### src/rtl/iwdt_pkg.sv
package iwdt_pkg;

    typedef enum logic [1:0] {
        INSN_NONE    = 2'd0,
        INSN_RESTART = 2'd1,
        INSN_DISABLE = 2'd2,
        INSN_OTHER   = 2'd3
    } insn_e;

    typedef struct packed {
        logic enabled;
        logic dis_armed;
        logic in_backup;
    } ctl_state_t;

    typedef struct packed {
        logic flag;
        logic skip;
        logic rst_req;
    } ovf_state_t;

    localparam ctl_state_t CTL_RESET = '{enabled: 1'b1, dis_armed: 1'b0, in_backup: 1'b0};
    localparam ovf_state_t OVF_RESET = '{flag: 1'b0, skip: 1'b0, rst_req: 1'b0};

    // Restart has top priority, then disable, then any other instruction.
    function automatic insn_e decode_insn(input logic rs, input logic ds, input logic ot);
        insn_e r;
        if (rs)      r = INSN_RESTART;
        else if (ds) r = INSN_DISABLE;
        else if (ot) r = INSN_OTHER;
        else         r = INSN_NONE;
        return r;
    endfunction

endpackage

### src/rtl/iwdt_ctrl.sv
module iwdt_ctrl
    import iwdt_pkg::*;
(
    input  logic  clk,
    input  logic  rst,
    input  insn_e insn,
    input  logic  bkup_enter,
    input  logic  bkup_exit,
    output logic  enabled,
    output logic  in_backup
);

    ctl_state_t cur, nxt;

    always_comb begin
        nxt = cur;
        unique case (insn)
            INSN_RESTART: begin
                nxt.enabled   = !cur.dis_armed;
                nxt.dis_armed = 1'b0;
            end
            INSN_DISABLE: nxt.dis_armed = 1'b1;
            INSN_OTHER:   nxt.dis_armed = 1'b0;
            default:      ;
        endcase
        if (bkup_exit)       nxt.in_backup = 1'b0;
        else if (bkup_enter) nxt.in_backup = 1'b1;
    end

    always_ff @(posedge clk) begin
        if (rst) cur <= CTL_RESET;
        else     cur <= nxt;
    end

    assign enabled   = cur.enabled;
    assign in_backup = cur.in_backup;

endmodule

### src/rtl/iwdt_counter.sv
module iwdt_counter #(
    parameter int CNT_W = 16
) (
    input  logic             clk,
    input  logic             rst,
    input  logic             run,
    input  logic             clear,
    output logic [CNT_W-1:0] count,
    output logic             wrap
);

    localparam logic [CNT_W-1:0] CNT_MAX = {CNT_W{1'b1}};

    logic [CNT_W-1:0] cnt_q;

    assign wrap = run && !clear && (cnt_q == CNT_MAX);

    always_ff @(posedge clk) begin
        if (rst || clear) cnt_q <= '0;
        else if (run)     cnt_q <= cnt_q + 1'b1;
    end

    assign count = cnt_q;

endmodule

### src/rtl/iwdt_ovf.sv
module iwdt_ovf
    import iwdt_pkg::*;
(
    input  logic clk,
    input  logic rst,
    input  logic restart,
    input  logic wrap,
    output logic flag,
    output logic skip,
    output logic rst_req
);

    ovf_state_t cur, nxt;

    always_comb begin
        nxt.skip    = restart && cur.flag;
        nxt.rst_req = wrap && cur.flag;
        if (restart)   nxt.flag = 1'b0;
        else if (wrap) nxt.flag = 1'b1;
        else           nxt.flag = cur.flag;
    end

    always_ff @(posedge clk) begin
        if (rst) cur <= OVF_RESET;
        else     cur <= nxt;
    end

    assign flag    = cur.flag;
    assign skip    = cur.skip;
    assign rst_req = cur.rst_req;

endmodule

### src/rtl/insn_watchdog.sv
module insn_watchdog
    import iwdt_pkg::*;
#(
    parameter int CNT_W = 16
) (
    input  logic             clk,
    input  logic             rst,
    input  logic             mc_tick,
    input  logic             insn_restart,
    input  logic             insn_disable,
    input  logic             insn_other,
    input  logic             bkup_enter,
    input  logic             bkup_exit,
    output logic             wd_enabled,
    output logic             ovf_flag,
    output logic             skip_req,
    output logic             sys_rst_req,
    output logic [CNT_W-1:0] count
);

    insn_e insn;
    logic  restart;
    logic  in_backup;
    logic  run;
    logic  wrap;

    assign insn    = decode_insn(insn_restart, insn_disable, insn_other);
    assign restart = (insn == INSN_RESTART);
    assign run     = wd_enabled && mc_tick && !in_backup;

    iwdt_ctrl u_ctrl (
        .clk        (clk),
        .rst        (rst),
        .insn       (insn),
        .bkup_enter (bkup_enter),
        .bkup_exit  (bkup_exit),
        .enabled    (wd_enabled),
        .in_backup  (in_backup)
    );

    iwdt_counter #(.CNT_W(CNT_W)) u_cnt (
        .clk   (clk),
        .rst   (rst),
        .run   (run),
        .clear (restart),
        .count (count),
        .wrap  (wrap)
    );

    iwdt_ovf u_ovf (
        .clk     (clk),
        .rst     (rst),
        .restart (restart),
        .wrap    (wrap),
        .flag    (ovf_flag),
        .skip    (skip_req),
        .rst_req (sys_rst_req)
    );

endmodule

### config.mk
export PLATFORM = sky130hd
export DESIGN_NAME = insn_watchdog
export DESIGN_NICKNAME = d
export VERILOG_FILES = /design/src/rtl/iwdt_pkg.sv /design/src/rtl/iwdt_ctrl.sv /design/src/rtl/iwdt_counter.sv /design/src/rtl/iwdt_ovf.sv /design/src/rtl/insn_watchdog.sv
export SDC_FILE = /design/constraint.sdc
export NUM_CORES = 1
export LEC_CHECK = 0
export BUFFER_PORTS_ARGS = -buffer_cell sky130_fd_sc_hd__buf_2
export CAP_MARGIN = 20
export CORE_MARGIN = 5
export CORE_UTILIZATION = 50
export DETAILED_ROUTE_END_ITERATION = 12
export GPL_TIMING_DRIVEN = 0
export PLACE_DENSITY = 0.75
export SYNTH_ARGS = -nofsm -noshare
export SYNTH_HDL_FRONTEND = slang
export SYNTH_HIERARCHICAL = 1
export SYNTH_SLANG_ARGS = --single-unit
### constraint.sdc
create_clock -name clk -period 3.1 [get_ports clk]
set_clock_uncertainty 0.2 [all_clocks]
set_input_delay 0.31 -clock clk [delete_from_list [all_inputs] [get_ports clk]]
set_output_delay 0.31 -clock clk [all_outputs]
set_load 0.01 [all_outputs]
==> results of run 1 <==
[through the flow]
step                utilization, %  hold slack, ns  total power, W  area (µm²)
floorplan                        -           0.181        0.000312        1030
global placement              61.0           0.266        0.000322        1200
detailed placement            61.0           0.279        0.000324        1200
CTS                           62.7          0.0750        0.000447        1230
global route                  62.7          0.0740        0.000467        1230
finish                        62.7          0.0733        0.000443        1230
[cells by family after synthesis]
group	Yosys count	synth area share, %
adders and majority gates	1	1.22
buffers and inverters	6	2.43
muxes	5	4.87
xor gates and xnor gates	4	3.41
DFF	22	42.8
and+or+nand+nor	58	35.0
AOI/OAI and AO/OA	16	10.2
[layout make-up]
type	instances	area, µm²
multi-input cells	84	563
well taps	27	33.8
fillers	203	732
clock buffers	3	22.5
inverters	2	7.51
plain buffers	4	17.5
repair buffers	28	145
flip-flops and latches	22	440
[tightest hold or removal path, stage by stage]
cell	delay [ns]
buf_2	0.08
nor2_1	0.03
nor3_1	0.10
[sequential cells by signal (all words and copies together), names as in the netlist]
register / cells
u_ovf/flag: 1
u_ctrl/in_backup: 1
u_ctrl/cur: 1
u_ctrl/enabled: 1
u_ovf/rst_req: 1
u_cnt/count: 16
u_ovf/skip: 1
[metal layers]
layer / up-vias / track usage [%] / share of wire, %
met5: - / 0 / 0
met4: 0 / 4.17 / 0.57
met3: 2 / 3.96 / 4.7
met2: 22 / 22.1 / 46
met1: 436 / 20.2 / 49
li1: 475 / - / -
[cells in the final DEF, fill, tap and decap left out, types with 2 or more instances in the layout]
master	netlist	routed
a21oi_1	5	5
and3b_1	2	2
buf_2	2	29
clkbuf_1	2	2
clkbuf_4	0	3
dfxtp_1	22	22
inv_1	2	2
mux2i_1	5	5
nand2_1	9	9
nand3_1	3	3
nand4_1	4	4
nand4_2	2	2
nor2_1	13	13
nor3_1	3	3
nor4_1	5	5
o21a_1	3	3
o21ai_0	2	2
o31ai_1	3	3
or3_1	5	5
or4_1	3	3
xnor2_1	2	2
xor2_1	2	2
[worst max-delay path by stage]
stage,from,endpoint,slack [ns],cells after the start
after CTS,u_ctrl/enabled,u_ovf/flag,1.07,8
after global placement,mc_tick,u_ovf/rst_req,1.09,8
after floorplan,u_cnt/count[0],u_ovf/flag,1.17,6
after detailed placement,mc_tick,u_ovf/flag,1.06,9
after global routing,u_ctrl/enabled,u_ovf/flag,0.92,8
final,u_ctrl/enabled,u_ovf/flag,1.08,8
[timing repair]
action | in CTS | in global routing
buffers inserted | 0 | 0
hold buffers | 1 | 0
endpoints found under the hold margin | 1 | 0
resized for setup | 0 | 0
[where the power goes]
| part | total (W) | internal [W] | switching (W) |
|---|---|---|---|
| combinational | 0.0000309 | 0.0000137 | 0.0000173 |
| sequential | 0.000287 | 0.000285 | 0.00000208 |
| clock | 0.000125 | 0.0000452 | 0.0000798 |
| total | 0.000443 | 0.000344 | 0.0000991 |
==> impl_metrics.ini, run 1 <==
[global_routing]
globalRouteOverflowTotal = 0
total_routing_usage_gr_pct = 14.6
first_global_vias = 866
wire_length_of_the_first_global_routing_pass_um = 3810
grt_antenna_before_repair = 0
grt_start_max_net_pins = 14

[power]
p_leak_nw = 0.503
power_density_nw_per_um2 = 360
vdd.ir_drop.worst_mv = 0.243

[critical_path]
worstPathArrival_ns = 2.05
cp.required_ns = 3.13
reg2reg_slack_ns = 1.08
worst_setup_path_end_kind = flip-flop
reg_to_reg_end = u_ovf/flag
cpMaxStageDelayCell = or4_4
timing.critical_path.cells = nand2_1 > nor2_1 > buf_2 > nand3_4 > or4_4 > nor3b_2 > nor2_1 > nor3_2
crit_family = simple AND/OR/NAND/NOR gates
most_numerous_cell_on_the_critical_path = nor2_1
r2r-start = u_ctrl/enabled
startpoint_types = flip-flop
worst-path-max-fanout = 9
timing_worst_setup_path_type = reg -> reg
logic_depth_of_the_worst_register_to_register_path = 8
critical-path-max-stage-delay_ns = 0.57
cp.buffers_inverters = 1

[placement]
dp_worst_setup_slack_ns = 1.06
place.detailed.instances = 166
place.port_buffers = 27
place_congestion = 0.782
placed_wire_length_estimate_um = 1540

[detailed_routing]
detail_route.wirelength_um = 2120
via_count = 935
drc_violation_count_after_routing = 0
initialDrtViolationCount = 5
route.antenna.remaining_nets = 0
drt_first_pass_iters = 4
post_drt_wl_per_cell_um = 12.5
route.detailed.vias_per_inst = 5.50

[cts]
clock_sinks = 22
clock_pin_transition_on_the_worst_setup_and_hold_timing_paths_ns = 0.12
ctsLongestPathBuffers = 2
cts_made_buffers = 3
cts_root_buffer_type = clkbuf_4
clock_tree_from_tritoncts = done
clock_latency_ns = 0.29
cts_max_level = 1

[yosys]
synth.distinct_cells = 34
synth_most_common_cell = dfxtp_1
synth-seq-area-share_pct = 42.8
edff_count_synth = 0
synthTopCellsByArea = dfxtp_1 43%, mux2i_1 4.9%, nor2_1 4.7%
net_count_after_synthesis = 121
synth.top_cell.area_share_pct = 42.8
synth.avg_cell_area_um2 = 9.18
synth_common_cells = 22 x dfxtp_1, 13 x nor2_1, 9 x nand2_1
synth_top_cell_by_area = dfxtp_1
synthCells = 112
synth_warnings = 6
netlist_area_um2 = 1030
dominantRegCellSynth = dfxtp_1
flops_latches_synth = 22
ys_async_sr_fraction_pct = 0

[flow_run]
maxCapViolations = 0

[sta]
hold_viol_final = 0
finalSetupTns_ns = 0
post-route-worst-setup-slack_ns = 1.08
slew_headroom_pct = 70.9
finalMaxSlewViolations = 0
timing.final.setup_violations = 0
timing.fmax_ghz = 0.494
min_period_ns = 2.02
worstMarginPinSlew_ns = 0.435
period_share_pct = 65.3
grt_setup_unrepaired = no

[hold_path]
hold_class = in -> reg
timing.hold.worst.start = bkup_enter
hold_end = u_ctrl/in_backup
whs_path_depth = 3

[floorplan]
std_cell_rows = 16
die_height_um = 55.4
placeableCoreArea_um2 = 1960
die_width_um = 55.4
io-pin-count = 28
fp.dieArea_um2 = 3060
initial_utilization_pct = 52.4

[status]
outcome = complete, no violations

[cells_and_area]
syn2layout_area_growth_pct = 19.6
fin_nets = 154
drive_above_1_share_pct = 29.4
instances_no_fill = 170
number_of_antenna_diodes = 0
Power figures use the tool's default switching activity.
==> run 2: changes to the inputs <==
==> constraint.sdc (replaced) <==
create_clock -name clk -period 2 [get_ports clk]
set_clock_uncertainty 0.2 [all_clocks]
set_input_delay 0.2 -clock clk [delete_from_list [all_inputs] [get_ports clk]]
set_output_delay 0.2 -clock clk [all_outputs]
set_load 0.01 [all_outputs]
==> run 2 against run 1 <==
Effect of this change: combinational power up 71%; via count down 0.21%; critical path depth down 1; clock-buffer cell count unchanged; clock power up 54%.
==> impl_metrics.ini, run 2 (synthesized netlist as in run 1, its figures left out) <==
[status]
outcome = complete, no violations

[hold_path]
timing.hold.worst.start = rst
hold_class = in -> reg

[sta]
worstMarginPinSlew_ns = 0.444
slew_headroom_pct = 70.4
timing.final.setup_violations = 0
min_period_ns = 1.86
finalMaxSlewViolations = 0
hold_viol_final = 0
whs_ns = 0.00905
period_share_pct = 92.8
grt_setup_unrepaired = no
timing.fmax_ghz = 0.539

[cts]
clock_tree_from_tritoncts = done
cts_root_buffer_type = clkbuf_4
clock_sinks = 22
cts_made_buffers = 3
cts_max_level = 1
clock_latency_ns = 0.29
ctsLongestPathBuffers = 2
clock_pin_transition_on_the_worst_setup_and_hold_timing_paths_ns = 0.11

[critical_path]
worstPathArrival_ns = 1.89
logic_depth_of_the_worst_register_to_register_path = 7
reg_to_reg_end = u_cnt/count[9]
timing_worst_setup_path_type = reg -> reg
crit_family = simple AND/OR/NAND/NOR gates
cp-endpoint = u_cnt/count[9]
critical-path-max-stage-delay_ns = 0.46
cpMaxStageDelayCell = or4_1
most_numerous_cell_on_the_critical_path = buf_4
startpoint_types = flip-flop
startpoint = u_ctrl/enabled
path_depth = 7
reg2reg_slack_ns = 0.14
worst-path-max-fanout = 10
worst_setup_path_end_kind = flip-flop
cp.buffers_inverters = 2
timing.critical_path.cells = nand2_1 > nor2_1 > buf_4 > buf_4 > nand4_2 > or4_1 > a21oi_1
cp.required_ns = 2.03
r2r-start = u_ctrl/enabled

[cells_and_area]
instances_no_fill = 172
syn2layout_area_growth_pct = 22.1
utilization_pct = 64.0
layout.cells.most_common_list = 28 x buf_2, 19 x dfxtp_1, 13 x nor2_1, 9 x nand2_1
fin_nets = 156
most_common_cell_after_layout_fill_and_taps_aside = buf_2
number_of_antenna_diodes = 0
largest_register_ff_count = 16
drive_above_1_share_pct = 32.4

[floorplan]
std_cell_rows = 16
fp.dieArea_um2 = 3060
die_height_um = 55.4
io-pin-count = 28
initial_utilization_pct = 52.4
placeableCoreArea_um2 = 1960
die_width_um = 55.4

[global_routing]
grt_antenna_before_repair = 0
total_routing_usage_gr_pct = 14.7
globalRouteOverflowTotal = 0
wire_length_of_the_first_global_routing_pass_um = 3830
grt_start_max_net_pins = 14
first_global_vias = 864

[placement]
placed_wire_length_estimate_um = 1540
place.port_buffers = 27
place.detailed.instances = 166
place_congestion = 0.782

[flow_run]
maxCapViolations = 0

[detailed_routing]
post_drt_wl_per_cell_um = 12.5
detail_route.wirelength_um = 2150
initialDrtViolationCount = 13
drc_violation_count_after_routing = 0
route.antenna.remaining_nets = 0
via_count = 933
drt_first_pass_iters = 4
route.detailed.vias_per_inst = 5.42

[power]
p_leak_nw = 0.512
power_density_nw_per_um2 = 550
vdd.ir_drop.worst_mv = 0.358
total_design_power_w = 0.000691
==> run 2: area by class of cell <==
type                            count  area, µm²
Fill cell                         199        706
Multi-Input combinational cell     84        566
Sequential cell                    22        444
Timing Repair Buffer               30        163
Tap cell                           27       33.8
Clock buffer                        3       22.5
Buffer                              4       20.0
Inverter                            2       7.51
==> run 2: through the flow <==
stage / setup TNS, ns / worst slack [ns] / area (µm²)
finish: 0 / 0.145 / 1260
detailed placement: -0.00182 / -0.00182 / 1200
global route: 0 / 0.00756 / 1260
CTS: 0 / 0.0166 / 1250
global placement: 0 / 0.0256 / 1200
floorplan: 0 / 0.0694 / 1030
==> run 2: repair_timing <==
action | in CTS | in global routing
hold buffers | 2 | 0
resized for setup | 3 | 2
setup endpoints to repair | 2 | 2
gates cloned | 0 | 0
setup buffers | 0 | 1
hold endpoints to repair | 1 | 0
pin swaps | 0 | 2
==> run 2: how the worst min path moves through the flow <==
stage	slack [ns]	end	cells after the start
finish	0.009	u_ovf/flag	2
global route	0.004	u_ovf/flag	2
CTS	0.002	u_ovf/flag	2
detailed placement	0.17	u_ctrl/in_backup	2
global placement	0.17	u_ctrl/in_backup	2
floorplan	0.07	u_ovf/flag	1
==> run 2: per-layer routing <==
metal	vias up	share of wire, %	track usage [%]
met2	20	46	22.3
met1	431	49	20.4
li1	480	-	-
met3	2	4.6	3.96
met4	0	0.56	4.17
met5	-	0	0
==> run 2: power breakdown <==
group	internal [W]	total, W	switching (W)
combinational	0.0000251	0.0000527	0.0000276
clock	0.0000700	0.000193	0.000123
sequential	0.000442	0.000445	0.00000329
total	0.000537	0.000691	0.000154
